`config.mk`:
```
export PLATFORM = sky130hd
export DESIGN_NAME = seq_arith_unit
export DESIGN_NICKNAME = d
export VERILOG_FILES = /design/src/rtl/seq_arith_unit.sv
export SDC_FILE = /design/constraint.sdc
export NUM_CORES = 1
export LEC_CHECK = 0
export BUFFER_PORTS_ARGS = -buffer_cell sky130_fd_sc_hd__buf_2
export CAP_MARGIN = 25
export CELL_PAD_IN_SITES_DETAIL_PLACEMENT = 0
export CELL_PAD_IN_SITES_GLOBAL_PLACEMENT = 1
export CORE_MARGIN = 2
export CORE_UTILIZATION = 30
export CTS_BUF_LIST = sky130_fd_sc_hd__clkbuf_4
export CTS_CLUSTER_SIZE = 20
export DETAILED_ROUTE_END_ITERATION = 10
export MAX_ROUTING_LAYER = met4
export PLACE_DENSITY = 0.63
export SLEW_MARGIN = 20
export SYNTH_ARGS = -nofsm -noshare
export SYNTH_HDL_FRONTEND = slang
export SYNTH_SLANG_ARGS = --single-unit
```
`constraint.sdc`:
```
create_clock -name clk -period 31.5 [get_ports clk]
set_input_delay 3.15 -clock clk [delete_from_list [all_inputs] [get_ports clk]]
set_output_delay 3.15 -clock clk [all_outputs]
set_load 0.03 [all_outputs]
```
`src/rtl/seq_arith_unit.sv`:
```
module seq_arith_unit #(
  parameter int DW     = 16,
  parameter int AW     = 8,
  parameter int HI_REG = 199
) (
  input  logic          clk,
  input  logic          rst_n,
  input  logic          start,
  output logic [2:0]    fetch_off,
  input  logic [7:0]    fetch_byte,
  output logic [AW-1:0] rf_raddr,
  input  logic [DW-1:0] rf_rdata,
  output logic          rf_we,
  output logic [AW-1:0] rf_waddr,
  output logic [DW-1:0] rf_wdata,
  output logic          done,
  output logic          illegal,
  output logic          div_err,
  output logic [2:0]    byte_count
);

  localparam logic [AW-1:0] HI_IDX = AW'(HI_REG);
  localparam logic [7:0]    OP_INC = 8'hC6;
  localparam logic [7:0]    OP_DEC = 8'hD0;

  typedef enum logic [2:0] {S_IDLE, S_OPC, S_FETCH, S_READ, S_EXEC, S_HIGH} st_t;

  st_t             state;
  logic [7:0]      opc, hib;
  logic [2:0]      off;
  logic [1:0]      k;
  logic            half;
  logic [AW-1:0]   dst_idx, cur_idx;
  logic [DW-1:0]   v1, v2, v3;
  logic [DW-1:0]   result;
  logic [2*DW-1:0] prod;

  function automatic logic legal_op(input logic [7:0] b);
    return (b[7:4] <= 4'd3 && b[0] && !b[3]) || b == OP_INC || b == OP_DEC;
  endfunction

  wire       unary  = (opc == OP_INC) || (opc == OP_DEC);
  wire [1:0] nops   = unary ? 2'd1 : 2'd3;
  wire       is_mul = (opc[7:4] == 4'd2) && !unary;
  wire       is_div = (opc[7:4] == 4'd3) && !unary;
  wire       imm_k  = (k == 2'd1) ? opc[3] : (k == 2'd2) ? opc[2] : opc[1];
  wire       last_k = (k == nops);

  assign prod       = {{DW{1'b0}}, v2} * {{DW{1'b0}}, v3};
  assign fetch_off  = off;
  assign byte_count = off;
  assign rf_raddr   = cur_idx;
  assign rf_we      = (state == S_EXEC) || (state == S_HIGH);
  assign rf_waddr   = (state == S_HIGH) ? HI_IDX : dst_idx;
  assign rf_wdata   = (state == S_HIGH) ? prod[2*DW-1:DW] : result;

  always_comb begin
    case (opc[7:4])
      4'h0:    result = v2 + v3;
      4'h1:    result = v2 - v3;
      4'h2:    result = prod[DW-1:0];
      4'h3:    result = (v3 == '0) ? '1 : v2 / v3;
      4'hC:    result = v1 + DW'(1);
      default: result = v1 - DW'(1);
    endcase
  end

  always_ff @(posedge clk or negedge rst_n) begin
    if (!rst_n) begin
      state   <= S_IDLE;
      opc     <= '0;
      hib     <= '0;
      off     <= '0;
      k       <= '0;
      half    <= 1'b0;
      dst_idx <= '0;
      cur_idx <= '0;
      v1      <= '0;
      v2      <= '0;
      v3      <= '0;
      done    <= 1'b0;
      illegal <= 1'b0;
      div_err <= 1'b0;
    end else begin
      done    <= 1'b0;
      illegal <= 1'b0;
      div_err <= 1'b0;
      case (state)
        S_IDLE: if (start) begin
          off   <= '0;
          state <= S_OPC;
        end
        S_OPC: begin
          opc  <= fetch_byte;
          off  <= 3'd1;
          k    <= 2'd1;
          half <= 1'b0;
          if (legal_op(fetch_byte)) state <= S_FETCH;
          else begin
            illegal <= 1'b1;
            state   <= S_IDLE;
          end
        end
        S_FETCH: begin
          off <= off + 3'd1;
          if (imm_k && !half) begin
            hib  <= fetch_byte;
            half <= 1'b1;
          end else if (imm_k) begin
            half <= 1'b0;
            case (k)
              2'd1:    v1 <= DW'({hib, fetch_byte});
              2'd2:    v2 <= DW'({hib, fetch_byte});
              default: v3 <= DW'({hib, fetch_byte});
            endcase
            if (last_k) state <= S_EXEC;
            else k <= k + 2'd1;
          end else begin
            cur_idx <= AW'(fetch_byte);
            if (k == 2'd1) dst_idx <= AW'(fetch_byte);
            state <= S_READ;
          end
        end
        S_READ: begin
          case (k)
            2'd1:    v1 <= rf_rdata;
            2'd2:    v2 <= rf_rdata;
            default: v3 <= rf_rdata;
          endcase
          if (last_k) state <= S_EXEC;
          else begin
            k     <= k + 2'd1;
            state <= S_FETCH;
          end
        end
        S_EXEC: begin
          if (is_mul) state <= S_HIGH;
          else begin
            done    <= 1'b1;
            div_err <= is_div && (v3 == '0);
            state   <= S_IDLE;
          end
        end
        default: begin
          done  <= 1'b1;
          state <= S_IDLE;
        end
      endcase
    end
  end


  done_illegal_excl_chk: assert property (@(posedge clk) disable iff (!rst_n)
    !(done && illegal));


  count_range_chk: assert property (@(posedge clk) disable iff (!rst_n)
    done |-> (byte_count == 3'd2 || byte_count == 3'd4 || byte_count == 3'd5 || byte_count == 3'd6));


  done_after_write_chk: assert property (@(posedge clk) disable iff (!rst_n)
    done |-> $past(rf_we));


  div_err_with_done_chk: assert property (@(posedge clk) disable iff (!rst_n)
    div_err |-> done);


  illegal_no_write_chk: assert property (@(posedge clk) disable iff (!rst_n)
    illegal |-> (!rf_we && !$past(rf_we)));


  hi_write_follows_low_chk: assert property (@(posedge clk) disable iff (!rst_n)
    (rf_we && $past(rf_we)) |-> (rf_waddr == HI_IDX));

endmodule

```
=== Word level (Yosys, flattened, before mapping) ===
Index checks and enable logic that the tools add are counted.

* Multipliers: 1
* Order comparisons: 1
* Equal/unequal tests: 27
* Reduce and logical (&&, ||, !) cells: 32
* Bitwise logic cells: 2
* Add/sub/neg operators: 6
* Multiplexer cells: 45
* Divide/modulo/power cells: 1

{| class="wikitable"
|+ Operators with widths
! operator !! number
|-
| two-way mux 16 bit || 14
|-
| case mux 16 bit (2 select lines) || 3
|-
| case mux 16 bit (5 select lines) || 1
|-
| == test 8 bit, second input constant || 4
|-
| multiplier 16 x 16 -> 32 bit || 1
|-
| two-way mux 3 bit || 7
|-
| != test 2 bit, second input constant || 9
|-
| adder 16 x 1 -> 16 bit, second input constant || 1
|-
| adder 16 bit || 1
|-
| divider 16 x 16 -> 16 bit || 1
|-
| zero test 16 bit || 1
|-
| subtractor 16 x 1 -> 16 bit, second input constant || 1
|-
| subtractor 16 bit || 1
|-
| case mux 3 bit (5 select lines) || 1
|-
| AND reduction 5 bit || 3
|-
| two-way mux 2 bit || 5
|-
| two-way mux 1 bit || 9
|-
| case mux 3 bit (3 select lines) || 1
|-
| AND reduction 3 bit || 3
|-
| == test 4 x 2 -> 1 bit, second input constant || 2
|-
| two-way mux 8 bit || 1
|-
| == test 3 x 2 -> 1 bit, second input constant || 2
|-
| == test 3 bit, second input constant || 2
|-
| logical AND 1 bit || 6
|-
| other kinds (23) || 35
|}

* Input bits: 27
* Output and inout bits: 42
* Bits in registers: 92

=== Longest topological paths before layout ===
Gate-level depths: netlist (run 1).

* Word-level depth: 8
* Gate-level depth with buffers: 138

=== Least setup slack after synthesis (run 1) ===
OpenSTA, ideal clock, no wires.

* Path type: reg2out
* Start: register v3[7]
* End: output port rf_wdata[0]
* Cell stages (with the launch flop): 125
* Path slack: 1490 ps
* Arrival time: 26860 ps
* Path through: dfrtp_1 clkbuf_1 nor4_1 and3_1 clkbuf_1 nand3_1 nand2_1 o21ai_0 ha_1 o31ai_1 o41ai_1 and4_1 a21o_1 ha_1 nor2_1 a211oi_1 and2_0 o31ai_1 (+89 left out) o21ai_0 a21oi_1 o31ai_1 o21ai_0 a21oi_1 o21ai_0 nand2_1 clkbuf_1 mux2_2 ha_1 nor2b_1 o21ai_0 a21oi_1 o21ai_0 a21oi_1 o21ai_0 a21oi_1 a2bb2oi_1

* Word-level cells in the longest chain between the ends: 4
* Elaborated cells on any way between the ends: 6

{| class="wikitable"
|+ Ends and longest elaborated chain
! item !! RTL line !! RTL
|-
| from (decl) || 34 || <nowiki>logic [DW-1:0] v1, v2, v3;</nowiki>
|-
| from (signal assigned) || 114 || <nowiki>default: v3 <= DW'({hib, fetch_byte});</nowiki>
|-
| from (signal assigned) || 128 || <nowiki>default: v3 <= rf_rdata;</nowiki>
|-
| divider 16 x 16 -> 16 bit or zero test 16 bit (tied branches) || 62 || <nowiki>4'h3: result = (v3 == '0) ? '1 : v2 / v3;</nowiki>
|-
| two-way mux 16 bit || 62 ||
|-
| case mux 16 bit (5 select lines) || 58 || <nowiki>case (opc[7:4])</nowiki>
|-
| two-way mux 16 bit * || 55 || <nowiki>assign rf_wdata = (state == S_HIGH) ? prod[2*DW-1:DW] : result;</nowiki>
|-
| to (decl) || 15 || <nowiki>output logic [DW-1:0] rf_wdata,</nowiki>
|}

Mark *: on every way between the ends. The rest lies on a longest branch, timed or not.

=== Final worst setup path (run 1) ===
* Start: register v3[0]
* End: output port rf_wdata[0]

Same word-level chain as after synthesis.

==> results of run 1 <==
==> synthesized netlist by cell type, types with 17 or more instances <==
master      n
o21ai_0   155
nand2_1   341
a211oi_1   18
dfrtp_1    92
nand3_1    32
fa_1      196
nor2b_1    17
mux2i_1    30
and3_1     17
xnor2_1    74
a21oi_1   127
nand2b_1   31
nor4_1     17
a21o_1     49
ha_1      277
inv_1     279
o211ai_1   24
a31oi_1    33
nor3_1     65
nor2_1    198
o31ai_1    19
mux2_2     53
o21a_1     47
clkbuf_1  106
and2_1     46
xor2_1     48
or3_1      26
==> kinds of logic after synthesis <==
logic type                 Yosys count
DFF                                 92
muxes                               84
adders and majority gates          473
buffers and inverters              402
AOI/OAI and AO/OA                  601
and+or+nand+nor                    851
xor gates and xnor gates           122
==> state kept, by name, summed over array words and instances (netlist names) <==
name / cells
v2: 16
half: 1
k: 2
rf_raddr: 8
v1: 16
hib: 8
v3: 16
state: 3
illegal: 1
byte_count: 3
done: 1
dst_idx: 8
div_err: 1
opc: 8
==> metal layers <==
layer  wire length [um]  share of wire (%)  vias up
met4               2530                3.2        0
met2              36900                 47      562
met1              35100                 45     9701
met3               3880                5.0      122
met5                  0                  0        -
li1                   -                  -     9175
==> layout make-up <==
class	count	area (um^2)	area share, %
diodes	3	7.51	0.0320
repair buffers	173	1140	4.85
clock buffers	9	67.6	0.288
flip-flops and latches	92	2300	9.81
well taps	940	1180	5.01
clock inverters	7	98.8	0.421
inverters	286	1070	4.57
multi-input cells	2133	17600	75.0
==> how the worst min path moves through the flow <==
stage,endpoint,start,depth (start not counted)
floorplan,v1[10]$_DFFE_PN0P_,v1[10]$_DFFE_PN0P_,2
global placement,dst_idx[4]$_DFFE_PN0P_,dst_idx[4]$_DFFE_PN0P_,1
detailed placement,dst_idx[1]$_DFFE_PN0P_,dst_idx[1]$_DFFE_PN0P_,1
CTS,dst_idx[1]$_DFFE_PN0P_,dst_idx[1]$_DFFE_PN0P_,1
global route,hib[5]$_DFFE_PN0P_,hib[5]$_DFFE_PN0P_,1
finish,dst_idx[1]$_DFFE_PN0P_,dst_idx[1]$_DFFE_PN0P_,1
==> critical path, delay by kind of cell (launching register included) <==
family                   cells  cell delay [ns]
adder cells (fa/ha/maj)     16             4.61
AND/OR/NAND/NOR             35             7.11
flip-flops                   1             0.40
AO/OA/AOI/OAI               57            11.77
buffers and inverters       12             1.70
multiplexers                 3             0.81
==> per-stage QoR <==
stage	area [um^2]	hold WS, ns
floorplan	21100	0.456
global placement	22700	0.481
detailed placement	22700	0.489
CTS	22900	0.523
global route	23500	0.543
finish	23500	0.523
==> repair_timing <==
item,CTS,global route
setup endpoints to repair,1,2
resized for setup,14,80
cloned,0,4
setup buffers,1,19
pin swaps,1,19
==> results.py, run 1 <==
metrics = {
    "floorplanning": {
        "ios": 69,
        "die_w_um": 269,
        "placementRows": 97,
        "die_area_um2": 72300,
        "dieHeight_um": 269,
        "core_um2": 69800,
        "start_util_pct": 30.2,
    },
    "synthesis": {
        "synth_simple_gate_area_share_pct": 18.7,
        "ys_seq_area_share_pct": 10.9,
        "synth_top_area_share_pct": 18.6,
        "ys.flop_type": "dfrtp_1",
        "synth_mux_area_share_pct": 4.33,
        "synth_area_leader_cell": "fa_1",
        "syn_avg_cell_area_um2": 8.02,
        "synth_top_family_by_area": "adder cells",
        "syn-cell-area_um2": 21100,
        "synth_fa_ha_area_share_pct": 35.1,
        "synthCells": 2625,
        "synthXorXnorAreaFrac_pct": 5.07,
        "syn_nets": 3125,
        "synth.area.top_cells": "fa_1 (19%), ha_1 (16%), dfrtp_1 (11%), nand2_1 (6.1%), inv_1 (5.0%)",
        "synth-async-reset-ratio_pct": 100,
        "ys_seq_elements": 92,
        "synth_compound_area_share_pct": 18.6,
        "yosys_warnings": 0,
        "synth_cell_types": 90,
        "synth-edff-count": 0,
    },
    "timing": {
        "drv_slew": 0,
        "max_slew.worst_pin.slew_ns": 1.06,
        "hold_viol_final": 0,
        "relSlewSlack_pct": 28.2,
        "fmax_ghz": 0.0332,
        "finalCritPeriodShare_pct": 95.5,
        "finClkSkew_ns": 0.0261,
        "setup_violations": 0,
        "fin_crit_ns": 30.09,
        "setup_slack_ns": 1.41,
        "tns_ns": 0,
    },
    "routing": {
        "viasPerCell": 5.37,
        "final_antenna_net_count": 0,
        "vias": 19560,
        "routedWlPerCell_um": 21.5,
        "post-route-drc-count": 0,
        "wirelength_um": 78400,
        "drt-pass1-iter-count": 5,
        "first_iter_violations": 1055,
    },
    "worst_setup_path": {
        "r2r_cells": 8,
        "r2r-end": "k[0]$_DFFE_PN0P_",
        "crit_start": "v3[0]$_DFFE_PN0P_",
        "crit_type": "reg -> out",
        "cp_slowest_stage_delay_ns": 0.64,
        "rr_startpoint": "opc[5]$_DFFE_PN0P_",
        "cp_max_fo": 12,
        "slowest_stage": "or4b_2",
        "crit_required_ns": 28.35,
        "crit_arrival_ns": 26.94,
        "critPathCapture": "rf_wdata[0]",
        "rrSetupSlack_ns": 27.98,
        "start_kind": "register",
        "end_kind": "output port",
        "path_common_cell": "ha_1",
    },
    "finish": {
        "final_cell_mix": "nand2_1 (340), inv_1 (279), ha_1 (273)",
        "fillers": 7335,
        "utilization_pct": 33.6,
        "layout_commonest_cell": "nand2_1",
        "instances_no_fill": 3643,
        "fin_nets": 3195,
        "syn_to_final_growth_pct": 11.4,
        "layout-drive-gt1-share_pct": 12.8,
    },
    "placed_design": {
        "preCtsSetupSlack_ns": -0.232,
        "placed_cells": 3598,
        "post-dp-hpwl_um": 60300,
        "gp_congestion": 0.906,
        "portBuffers": 68,
    },
    "global_routing": {
        "use_met1_pct": 28.9,
        "met3_usage_pct": 2.15,
        "grt_max_degree": 51,
        "grt_pass1_vias": 19795,
        "antenna_found_initial": 3,
        "grt_pass1_wl_um": 119000,
        "track_usage_pct": 22.3,
        "met2_usage_pct": 36.9,
        "grt.busiest_layer": "met2",
        "globalRouteOverflowTotal": 0,
    },
    "job": {
        "maxCapViolations": 0,
    },
    "cts": {
        "ctsHoldBuffers": 0,
        "ctsRootBufferMaster": "clkbuf_4",
        "clock_sinks": 92,
        "max-clock-path-buffers": 2,
        "path_clk_slew_ns": 0.18,
        "cts_inserted_buffers": 9,
        "cts_tree": "yes",
        "clkLatencyLatePin_ns": 0.48,
        "h-tree-depth": 3,
    },
    "min_path": {
        "hp-class": "reg -> reg",
    },
    "status": {
        "status": "finished clean",
    },
}
Power of run 1 is not shown: default switching activity piles up to over one toggle a cycle in this logic, so the estimate is an artifact.
==> run 2, diff against run 1 <==
--- a/config.mk
+++ b/config.mk
@@ -10,12 +10,12 @@
 export CELL_PAD_IN_SITES_DETAIL_PLACEMENT = 0
 export CELL_PAD_IN_SITES_GLOBAL_PLACEMENT = 1
 export CORE_MARGIN = 2
-export CORE_UTILIZATION = 30
+export CORE_UTILIZATION = 35
 export CTS_BUF_LIST = sky130_fd_sc_hd__clkbuf_4
 export CTS_CLUSTER_SIZE = 20
 export DETAILED_ROUTE_END_ITERATION = 10
 export MAX_ROUTING_LAYER = met4
-export PLACE_DENSITY = 0.63
+export PLACE_DENSITY = 0.71
 export SLEW_MARGIN = 20
 export SYNTH_ARGS = -nofsm -noshare
 export SYNTH_HDL_FRONTEND = slang
==> results.py, run 2 (same netlist as run 1, synthesis figures left out) <==
metrics = {
    "worst_setup_path": {
        "cp_slowest_stage_delay_ns": 0.62,
        "end_kind": "output port",
        "path_common_cell": "ha_1",
        "path_delay_family": "compound AO/OA/AOI/OAI gates",
        "crit_start": "v3[0]$_DFFE_PN0P_",
        "rr_startpoint": "k[0]$_DFFE_PN0P_",
        "start_kind": "register",
        "crit_required_ns": 28.35,
        "path_buf_inv": 11,
        "cp_max_fo": 17,
        "slowest_stage": "or4b_2",
        "crit_arrival_ns": 26.89,
        "crit_type": "reg -> out",
    },
    "cts": {
        "cts_inserted_buffers": 9,
        "h-tree-depth": 3,
        "clkLatencyLatePin_ns": 0.46,
        "path_clk_slew_ns": 0.16,
        "clock_sinks": 92,
        "max-clock-path-buffers": 2,
        "ctsRootBufferMaster": "clkbuf_4",
        "cts_tree": "yes",
        "ctsHoldBuffers": 0,
    },
    "floorplanning": {
        "die_w_um": 249,
        "placementRows": 89,
        "die_area_um2": 62200,
        "core_um2": 59200,
        "ios": 69,
        "dieHeight_um": 249,
        "start_util_pct": 35.6,
    },
    "global_routing": {
        "met2_usage_pct": 39.8,
        "met3_usage_pct": 2.24,
        "grt.busiest_layer": "met2",
        "antenna_found_initial": 3,
        "use_met1_pct": 33.5,
        "grt_pass1_vias": 19648,
        "grt_pass1_wl_um": 116000,
        "grt_max_degree": 51,
        "track_usage_pct": 24.7,
        "globalRouteOverflowTotal": 0,
    },
    "routing": {
        "first_iter_violations": 1495,
        "routedWlPerCell_um": 21.7,
        "final_antenna_net_count": 0,
        "vias": 19622,
        "drt-pass1-iter-count": 6,
        "wirelength_um": 75100,
        "post-route-drc-count": 0,
        "viasPerCell": 5.67,
    },
    "placed_design": {
        "gp_congestion": 0.965,
        "portBuffers": 68,
        "placed_cell_area_um2": 22500,
        "placed_cells": 3429,
        "post-dp-hpwl_um": 57800,
    },
    "finish": {
        "top_regs": "v1 x16, v2 x16, v3 x16",
        "layout-drive-gt1-share_pct": 12.0,
        "syn_to_final_growth_pct": 9.79,
        "final_cell_mix": "nand2_1 (340), inv_1 (279), ha_1 (274)",
        "fillers": 6172,
        "final_area_um2": 23100,
        "fin_nets": 3180,
        "instances_no_fill": 3460,
        "layout_commonest_cell": "nand2_1",
    },
    "timing": {
        "hold_ws_ns": 0.518,
        "drv_slew": 0,
        "hold_viol_final": 0,
        "relSlewSlack_pct": 14.7,
        "finalCritPeriodShare_pct": 95.4,
        "finClkSkew_ns": 0.0210,
        "setup_violations": 0,
        "tns_ns": 0,
        "fmax_ghz": 0.0333,
        "fin_crit_ns": 30.04,
        "max_slew.worst_pin.slew_ns": 1.26,
    },
    "job": {
        "maxCapViolations": 0,
    },
    "min_path": {
        "hp-class": "reg -> reg",
        "min_from": "v1[12]$_DFFE_PN0P_",
    },
    "status": {
        "status": "finished clean",
    },
}
## run 2: cell count changes in the layout (fill, tap and decap cells not counted), sizes merged
| cell | previous run | this run |
|---|---|---|
| o21a | 48 | 47 |
| bufinv | 2 | 1 |
| clkinv | 7 | 8 |
| clkbuf | 11 | 9 |
| buf | 171 | 160 |
| nand2 | 342 | 341 |
| diode | 3 | 2 |
## run 2: metal layers
metal	share of wire, %	wire [um]	vias to the layer above
met5	0	0	-
met4	2.9	2140	0
met3	6.3	4700	116
met2	46	34600	688
met1	45	33700	9671
li1	-	-	9147
## run 2: worst paths after layout
kind | slack, ns | end | depth (start not counted)
worst max-delay path | 1.46 | rf_wdata[0] | 118
worst min-delay path | 0.52 | v1[12]$_DFFE_PN0P_ | 2
worst max register to register | 28.16 | v1[10]$_DFFE_PN0P_ | 11
worst min register to register | 0.52 | v1[12]$_DFFE_PN0P_ | 2
max in group asynchronous | 28.06 | k[1]$_DFFE_PN0P_ | 3
min in group asynchronous | 2.46 | v1[12]$_DFFE_PN0P_ | 1
## run 2: worst register-to-register path: stages (launching register included)
cell and delay (ns):
dfrtp_1 0.44, inv_1 0.09, ha_1 0.19, mux2_2 0.34, mux2i_1 0.27, nor2_1 0.09
and3_1 0.34, nand2b_1 0.23, nor2_1 0.26, nand2_1 0.60, nand2_1 0.24, o21ai_0 0.11
## run 2: repair_timing
| item | CTS | global route |
|---|---|---|
| gates cloned | 0 | 2 |
| resized for setup | 9 | 81 |
| endpoints found under the setup margin | 1 | 2 |
| buffers inserted | 0 | 11 |
| pin swaps | 0 | 11 |
## run 2: layout make-up
cell class,count,area (um^2),area share (%)
antenna,2,5.00,0.0216
clock buffer,9,67.6,0.292
clock inverter,7,75.1,0.325
inverter,286,1070,4.64
multi-input combinational,2131,17600,76.0
sequential,92,2300,9.96
tap,773,967,4.18
timing repair buffer,160,1060,4.59
## run 2: per-stage QoR
step / setup WS [ns] / util (%)
finish: 1.46 / 39.0
global route: -0.162 / 39.0
CTS: 0.0319 / 38.3
detailed placement: 0.0779 / 38.0
global placement: 0.487 / 38.0
floorplan: 1.49 / -
Power of run 2 is left out for the same reason.
